[config.mk]
export PLATFORM = sky130hd
export DESIGN_NAME = bmdma_regs
export DESIGN_NICKNAME = d
export VERILOG_FILES = /design/src/rtl/bmdma_pkg.sv /design/src/rtl/bmdma_decode.sv /design/src/rtl/bmdma_chan.sv /design/src/rtl/bmdma_rdmux.sv /design/src/rtl/bmdma_regs.sv
export SDC_FILE = /design/constraint.sdc
export NUM_CORES = 1
export LEC_CHECK = 0
export BUFFER_PORTS_ARGS = -buffer_cell sky130_fd_sc_hd__buf_2
export CAP_MARGIN = 40
export CELL_PAD_IN_SITES_DETAIL_PLACEMENT = 1
export CELL_PAD_IN_SITES_GLOBAL_PLACEMENT = 1
export CORE_UTILIZATION = 39
export CTS_BUF_LIST = sky130_fd_sc_hd__clkbuf_8
export DETAILED_ROUTE_END_ITERATION = 10
export PLACE_DENSITY_LB_ADDON = 0.12
export REMOVE_ABC_BUFFERS = 1
export SETUP_SLACK_MARGIN = 0.3
export SYNTH_ARGS = -nofsm -noshare
export SYNTH_HDL_FRONTEND = slang
export SYNTH_SLANG_ARGS = --single-unit
[constraint.sdc]
create_clock -name clk -period 2.1 [get_ports clk]
set_input_delay 0.315 -clock clk [delete_from_list [all_inputs] [get_ports clk]]
set_output_delay 0.315 -clock clk [all_outputs]
set_load 0.03 [all_outputs]
[src/rtl/bmdma_pkg.sv]
// Package: shared constants for the bus-master DMA register block.
// Assumes: the window is split into equal 8-byte channel slices of two 32-bit words.
package bmdma_pkg;
    localparam int DATA_W    = 32;
    localparam int LANES     = DATA_W / 8;
    // status bit positions inside the status byte
    localparam int ST_ACTIVE = 0;
    localparam int ST_ERR    = 1;
    localparam int ST_IRQ    = 2;
    localparam int ST_CAP0   = 5;
    localparam int ST_CAP1   = 6;
    // command bit positions inside the command byte
    localparam int CMD_START = 0;
    localparam int CMD_DIR   = 3;
    // byte lanes inside the command/status word
    localparam int LANE_CMD  = 0;
    localparam int LANE_STAT = 2;
    localparam logic [7:0] PAD_BYTE = 8'hFF;
endpackage

[src/rtl/bmdma_decode.sv]
// Module: address decode for the register window.
// Splits the word index into a channel and a word select, and turns
// a host write into one-hot per-channel command/status or pointer write strobes.
// Assumes: NUM_CH is a power of two.
module bmdma_decode #(
    parameter int NUM_CH = 2,
    localparam int CH_W  = (NUM_CH > 1) ? $clog2(NUM_CH) : 1
) (
    input  logic [CH_W:0]      io_word,
    input  logic               io_we,
    output logic [NUM_CH-1:0]  ctl_we,
    output logic [NUM_CH-1:0]  ptr_we
);
    logic [CH_W-1:0] ch_sel;
    logic            is_ptr;

    assign ch_sel = io_word[CH_W:1];
    assign is_ptr = io_word[0];

    // one strobe per channel and word kind
    always_comb begin
        ctl_we = '0;
        ptr_we = '0;
        for (int c = 0; c < NUM_CH; c++) begin
            if (io_we && (ch_sel == CH_W'(c))) begin
                ctl_we[c] = !is_ptr;
                ptr_we[c] = is_ptr;
            end
        end
    end
endmodule

[src/rtl/bmdma_chan.sv]
// Module: register set for one DMA channel.
// Holds the command byte, the stored status bits and the descriptor pointer.
// Assumes: write strobes are already decoded for this channel; set pulses
// from the engine are one cycle wide and win over a same-cycle host clear.
module bmdma_chan
    import bmdma_pkg::*;
(
    input  logic              clk,
    input  logic              rst_n,
    input  logic              ctl_we,
    input  logic              ptr_we,
    input  logic [LANES-1:0]  be,
    input  logic [DATA_W-1:0] wdata,
    input  logic              active,
    input  logic              err_set,
    input  logic              irq_set,
    output logic [DATA_W-1:0] ctl_word,
    output logic [DATA_W-1:0] ptr_q,
    output logic              start,
    output logic              to_mem,
    output logic              irq_req
);
    logic              cmd_start, cmd_dir;
    logic              st_err, st_irq;
    logic [1:0]        st_cap;
    logic [DATA_W-1:2] ptr_r;
    logic [DATA_W-1:0] ptr_merge;
    logic [7:0]        cmd_byte, stat_byte, stat_wr;
    logic              cmd_wr, stat_we;

    assign cmd_byte = wdata[LANE_CMD*8 +: 8];
    assign stat_wr  = wdata[LANE_STAT*8 +: 8];
    assign cmd_wr   = ctl_we && be[LANE_CMD];
    assign stat_we  = ctl_we && be[LANE_STAT];

    // command register: only start and direction are stored
    always_ff @(posedge clk) begin
        if (!rst_n) begin
            cmd_start <= 1'b0;
            cmd_dir   <= 1'b0;
        end else if (cmd_wr) begin
            cmd_start <= cmd_byte[CMD_START];
            cmd_dir   <= cmd_byte[CMD_DIR];
        end
    end

    // event bits: set pulse wins, otherwise a written one clears
    always_ff @(posedge clk) begin
        if (!rst_n) begin
            st_err <= 1'b0;
            st_irq <= 1'b0;
        end else begin
            st_err <= err_set | (st_err & ~(stat_we & stat_wr[ST_ERR]));
            st_irq <= irq_set | (st_irq & ~(stat_we & stat_wr[ST_IRQ]));
        end
    end

    // capability bits: plain read/write
    always_ff @(posedge clk) begin
        if (!rst_n)
            st_cap <= 2'b00;
        else if (stat_we)
            st_cap <= {stat_wr[ST_CAP1], stat_wr[ST_CAP0]};
    end

    // pointer byte merge under the byte enables
    always_comb begin
        ptr_merge = {ptr_r, 2'b00};
        for (int l = 0; l < LANES; l++) begin
            if (be[l])
                ptr_merge[l*8 +: 8] = wdata[l*8 +: 8];
        end
    end

    // pointer register: low two bits are never stored
    always_ff @(posedge clk) begin
        if (!rst_n)
            ptr_r <= '0;
        else if (ptr_we)
            ptr_r <= ptr_merge[DATA_W-1:2];
    end

    // assemble the command and status bytes as seen by the host
    always_comb begin
        stat_byte            = '0;
        stat_byte[ST_ACTIVE] = active;
        stat_byte[ST_ERR]    = st_err;
        stat_byte[ST_IRQ]    = st_irq;
        stat_byte[ST_CAP0]   = st_cap[0];
        stat_byte[ST_CAP1]   = st_cap[1];
    end

    // word view: pad lanes read all ones
    always_comb begin
        ctl_word                   = {LANES{PAD_BYTE}};
        ctl_word[LANE_CMD*8 +: 8]  = '0;
        ctl_word[LANE_CMD*8 + CMD_START] = cmd_start;
        ctl_word[LANE_CMD*8 + CMD_DIR]   = cmd_dir;
        ctl_word[LANE_STAT*8 +: 8] = stat_byte;
    end

    assign ptr_q   = {ptr_r, 2'b00};
    assign start   = cmd_start;
    assign to_mem  = cmd_dir;
    assign irq_req = st_irq;
endmodule

[src/rtl/bmdma_rdmux.sv]
// Module: read multiplexer for the register window.
// Picks the addressed channel's command/status word or pointer word.
// Assumes: NUM_CH is a power of two; reads are purely combinational.
module bmdma_rdmux
    import bmdma_pkg::*;
#(
    parameter int NUM_CH = 2,
    localparam int CH_W  = (NUM_CH > 1) ? $clog2(NUM_CH) : 1
) (
    input  logic [CH_W:0]                  io_word,
    input  logic [NUM_CH-1:0][DATA_W-1:0]  ctl_words,
    input  logic [NUM_CH-1:0][DATA_W-1:0]  ptr_words,
    output logic [DATA_W-1:0]              rdata
);
    logic [CH_W-1:0] ch_sel;

    assign ch_sel = io_word[CH_W:1];

    // select channel, then word kind
    always_comb begin
        rdata = '0;
        for (int c = 0; c < NUM_CH; c++) begin
            if (ch_sel == CH_W'(c))
                rdata = io_word[0] ? ptr_words[c] : ctl_words[c];
        end
    end
endmodule

[src/rtl/bmdma_regs.sv]
// Module: top of the dual-channel bus-master DMA register block.
// Decodes host word accesses, holds one register set per channel and
// returns the addressed word. Assumes NUM_CH is a power of two.
module bmdma_regs
    import bmdma_pkg::*;
#(
    parameter int NUM_CH = 2,
    localparam int CH_W  = (NUM_CH > 1) ? $clog2(NUM_CH) : 1
) (
    input  logic                     clk,
    input  logic                     rst_n,
    input  logic [CH_W:0]            io_word,
    input  logic [LANES-1:0]         io_be,
    input  logic                     io_we,
    input  logic [DATA_W-1:0]        io_wdata,
    output logic [DATA_W-1:0]        io_rdata,
    input  logic [NUM_CH-1:0]        eng_active,
    input  logic [NUM_CH-1:0]        eng_err_set,
    input  logic [NUM_CH-1:0]        eng_irq_set,
    output logic [NUM_CH-1:0]        dma_start,
    output logic [NUM_CH-1:0]        dma_to_mem,
    output logic [NUM_CH*DATA_W-1:0] desc_ptr,
    output logic [NUM_CH-1:0]        irq_req
);
    logic [NUM_CH-1:0]             ctl_we, ptr_we;
    logic [NUM_CH-1:0][DATA_W-1:0] ctl_words, ptr_words;

    bmdma_decode #(.NUM_CH(NUM_CH)) u_dec (
        .io_word (io_word),
        .io_we   (io_we),
        .ctl_we  (ctl_we),
        .ptr_we  (ptr_we)
    );

    for (genvar c = 0; c < NUM_CH; c++) begin : g_ch
        bmdma_chan u_chan (
            .clk      (clk),
            .rst_n    (rst_n),
            .ctl_we   (ctl_we[c]),
            .ptr_we   (ptr_we[c]),
            .be       (io_be),
            .wdata    (io_wdata),
            .active   (eng_active[c]),
            .err_set  (eng_err_set[c]),
            .irq_set  (eng_irq_set[c]),
            .ctl_word (ctl_words[c]),
            .ptr_q    (ptr_words[c]),
            .start    (dma_start[c]),
            .to_mem   (dma_to_mem[c]),
            .irq_req  (irq_req[c])
        );
        assign desc_ptr[c*DATA_W +: DATA_W] = ptr_words[c];
    end

    bmdma_rdmux #(.NUM_CH(NUM_CH)) u_rd (
        .io_word   (io_word),
        .ctl_words (ctl_words),
        .ptr_words (ptr_words),
        .rdata     (io_rdata)
    );
endmodule

# Word level (Yosys, flattened, before mapping)

Cells that the tools add are included.

Bits in registers: 72
Bits in latches: 0
RAM bits: 0
ROM bits: 0
Input bits: 47
Memories kept: 0

$add $sub $neg: 0
Multipliers: 0
Div/mod/pow operators: 0
$lt $le $gt $ge: 0
Eq/ne operators: 0
Shift-type cells: 0
Muxes and demuxes: 7
Bitwise logic cells: 17
Reductions and logical operators: 15

Operator list:

| cell              | count |
|---|---|
| $mux 32           | 3 |
| $reduce_and 2->1  | 8 |
| $and 1x1->1       | 8 |
| $logic_and 1x1->1 | 6 |
| $not 1->1         | 5 |
| $mux 1            | 4 |
| $or 1x1->1        | 4 |
| $logic_not 1->1   | 1 |

# Longest topological paths before layout

Depth in word-level cells: 8
Gate-level depth with buffers: 5
Mapped depth without buffers: 2

# By module

A second synthesis with hierarchy kept.

Cells, all modules: 447
Area, all modules: 4320.4 um^2

By module, submodules not included:

| module       | times used | cells each | area each (um^2) | seq. area each (um^2) |
|---|---|---|---|---|
| bmdma_chan   | 2          | 202        | 1734.2           | 720.7 |
| bmdma_rdmux  | 1          | 39         | 814.5            | 0.0 |
| bmdma_decode | 1          | 4          | 37.5             | 0.0 |

# Worst setup path before layout

OpenSTA, ideal clock, no wires.

Path type: input port to output port
Start: in io_word[0]
End: out io_rdata[19]
Arrival time: 1.292 ns
Path slack: 0.493 ns
Cell stages on the path: 4
Cell sequence: buf_2 buf_6 buf_2 nor2b_1

Cells in the longest elaborated chain, start to end: 2
Elaborated cells on any way between the ends: 3
Classes of those cells: 3 x mux

Ends and longest elaborated chain:

| what               | RTL line          | source |
|---|---|---|
| start: declaration | bmdma_regs.sv:12  | `input logic [CH_W:0] io_word,` |
| $mux 32            | bmdma_rdmux.sv:24 | `rdata = io_word[0] ? ptr_words[c] : ctl_words[c];` |
| $mux 32 *          | bmdma_rdmux.sv:23 | `if (ch_sel == CH_W'(c))` |
| end: declaration   | bmdma_regs.sv:16  | `output logic [DATA_W-1:0] io_rdata,` |

Mark *: on every way between the ends. The rest lies on a longest branch, timed or not.

# Worst setup path after layout

Start: in io_word[0]
End: out io_rdata[16]

The elaborated chain is that of the path after synthesis.

==> out/qor.txt <==
Pre-antenna DRT Iters - 4
H-Tree Depth - 3
Drt wl/cell - 15.2 µm
Crit path arrival time - 1.35 ns
Clock share of power - 33.3%
Die area - 0.00946 mm²
Fraction of layout cells with a size suffix above 1 - 36.4%
Num Clock Sinks - 72
Die span in y - 97.3 µm
Crit path max fanout - 34
Pin count of the biggest net entering global routing - 104
# rows - 34
Crit Path Category - in -> out
Area growth, synth to finish - 23.9%
P per Cell Area - 644 mW/mm²
Hold Crit Start - io_wdata[17]
Core area - 0.00876 mm²
Combinational family with the most area after synthesis - multiplexers
Switching share of total power - 29.1%
Post-route design area - 0.00439 mm²
Setup TNS - 0 ns
Crit path required time - 1.78 ns
Routed wl met2 - 4.58 mm
Lkg Pwr - 0.00242 µW
Number of synthesized register bits - 72
P_int - 2000 µW
Clk_skew - 0 ns
Synth Area in Compound Gates - 1.27%
Final min period - 1.66 ns
Vias - 2977
TritonCTS clock tree - built
Synth Warn # - 0
CTS buffer count - 9
First-pass GRT wire length - 14.6 mm
Outcome - finished clean
Crit end category - output port
Vias in the first global route - 2934
Xor/xnor share of the synthesized area - 0%
CTS clk-pin slew, worst paths - 0.07 ns
RSZ-0062 raised after global routing - no
Synth Area in Adders - 0%
Routability-driven placement congestion ratio - 0.700
Grt total ovfl - 0
Metal3 WL - 477 µm
Slew of the pin with the lowest slew margin - 0.622 ns
I/O pin count - 149
MaxCap Viol Count - 0
Simple-Gate Fraction of Synth Area - 19.5%
Root Driver - clkbuf_8
Fin crit share - 79.2%
Reg power frac - 50.4%
Final worst setup slack - 0.437 ns
Drt drc - 0
Final setup vio count - 0
Biggest area consumer among synthesized cells - dfxtp_1
Mux cell area share after synthesis - 30.1%
Final hold vios - 0
Vias per cell - 4.96
Top Metal Used - met4
Antenna Violating Nets Remaining - 0
Reg-to-reg startpoint - g_ch[1].u_chan.st_err$_SDFF_PN0_
Placed cell count - 584
Worst-skew pair later-pin latency - 0.34 ns
Iter 0 DRT Violations - 65
Final Max Tran Viols - 0
Gate power share - 16.3%
Synth Instances - 358
WL met1 - 3.95 mm
Type of origin of the critical path - input pin
Dpl hpwl - 6.50 mm
NumNets Final - 534
Post-Route WL - 9.13 mm
Starting Density - 40.4%
Post-Place Cell Area - 0.00422 mm²
Hold-fix buffer count after cts - 0
Die width - 97.3 µm
Antenna Cells - 0
Worst vdd ir - 0.000260 V
Power, Total - 2820 µW
Net load switching power - 823 µW
Share of the synthesized area in the top cell type - 40.7%
Critical path startpoint - io_word[0]
Top post-synthesis cells by area - dfxtp_1, mux2i_1, nand2_1
Synth cell types - 20
Post-Synthesis Cell Area - 0.00354 mm²
Final std cells w/o fill - 600
Sequential share of the synthesized area - 40.7%
CTS max path bufs - 2
Slew headroom - 58.3%
Number of port buffers - 142
F_max - 0.601 GHz
Syn Area/Cell - 9.89 µm²
Initial antenna violation count - 0
GR Util All Layers - 19.4%
Worst slack, placed - 0.162 ns
HP Class - in -> reg
[metrics by stage]
stage / util [%] / hold slack [ns]
6_report: 50.1 / 0.185
5_1_grt: 50.1 / 0.181
3_3_place_gp: 48.1 / 0.439
2_1_floorplan: - / 0.415
3_5_place_dp: 48.1 / 0.452
4_1_cts: 50.1 / 0.170
[critical path, stage by stage]
cell and delay, ns:
buf_2 0.25, buf_12 0.26, mux4_2 0.32, buf_2 0.19
[registers in the layout (all words and copies together) (netlist names)]
register / flops
g_ch.u_chan.irq_req: 2
g_ch.u_chan.st_err: 2
g_ch.u_chan.start: 2
g_ch.u_chan.st_cap: 4
g_ch.u_chan.to_mem: 2
g_ch.u_chan.ptr_r: 60
[cell usage after synthesis, drive strengths merged]
library cell  number
mux2i             93
nand4              4
mux4               6
and4bb             2
nor2               1
nor2b              8
inv                4
nand4b             4
a31oi              4
nand2            115
and4b              3
dfxtp             72
conb               1
clkbuf             7
buf               30
o21ai              4
[cell usage in the layout (no fill, tap or decap), drive strengths merged]
| cell | count |
|---|---|
| nand4b | 4 |
| nor2 | 1 |
| and4b | 3 |
| o21ai | 4 |
| conb | 5 |
| and4bb | 2 |
| buf | 151 |
| nand4 | 4 |
| dfxtp | 72 |
| mux4 | 6 |
| a31oi | 4 |
| clkbuf | 10 |
| inv | 6 |
| mux2i | 93 |
| nor2b | 8 |
| nand2 | 115 |
| clkinv | 4 |
[power by group through the flow]
| stage | clock network [µW] | logic (µW) | registers (µW) |
|---|---|---|---|
| floorplan | 0 | 191 | 1510 |
| global placement | 0 | 453 | 1450 |
| detailed placement | 0 | 464 | 1460 |
| CTS | 979 | 466 | 1420 |
| global route | 1050 | 492 | 1430 |
| finish | 941 | 460 | 1420 |
[metal layers]
metal  vias to the layer above  track usage, %
li1                       1445               -
met5                         -               0
met2                        89            32.9
met1                      1432            23.7
met4                         0            7.47
met3                        11            4.68
[cell families after synthesis]
logic type,count (synthesis)
AO/OA/AOI/OAI,8
buffers and inverters,41
flip-flops,72
multiplexers,99
other,1
AND/OR/NAND/NOR,137
[worst paths after layout]
path / endpoint / slack [ns] / cells after the start
min reg2reg: g_ch[0].u_chan.st_cap[1]$_SDFFE_PN0N_ / 0.46 / 2
min: g_ch[0].u_chan.st_err$_SDFF_PN0_ / 0.19 / 2
max reg2reg: g_ch[1].u_chan.st_err$_SDFF_PN0_ / 1.41 / 2
max: io_rdata[16] / 0.44 / 4
[area by class of cell]
type | count | area (µm²)
multi-input cells | 249 | 1820
well taps | 108 | 135
inverters | 4 | 15.0
repair buffers | 151 | 810
clock inverters | 6 | 27.5
flip-flops and latches | 72 | 1440
fillers | 1056 | 4380
clock buffers | 10 | 138
[repair_timing]
action | in CTS | in global routing
endpoints found under the setup margin | 19 | 0
gates resized for setup | 2 | 0
setup buffers | 0 | 0
(Power assumes the default switching activity.)
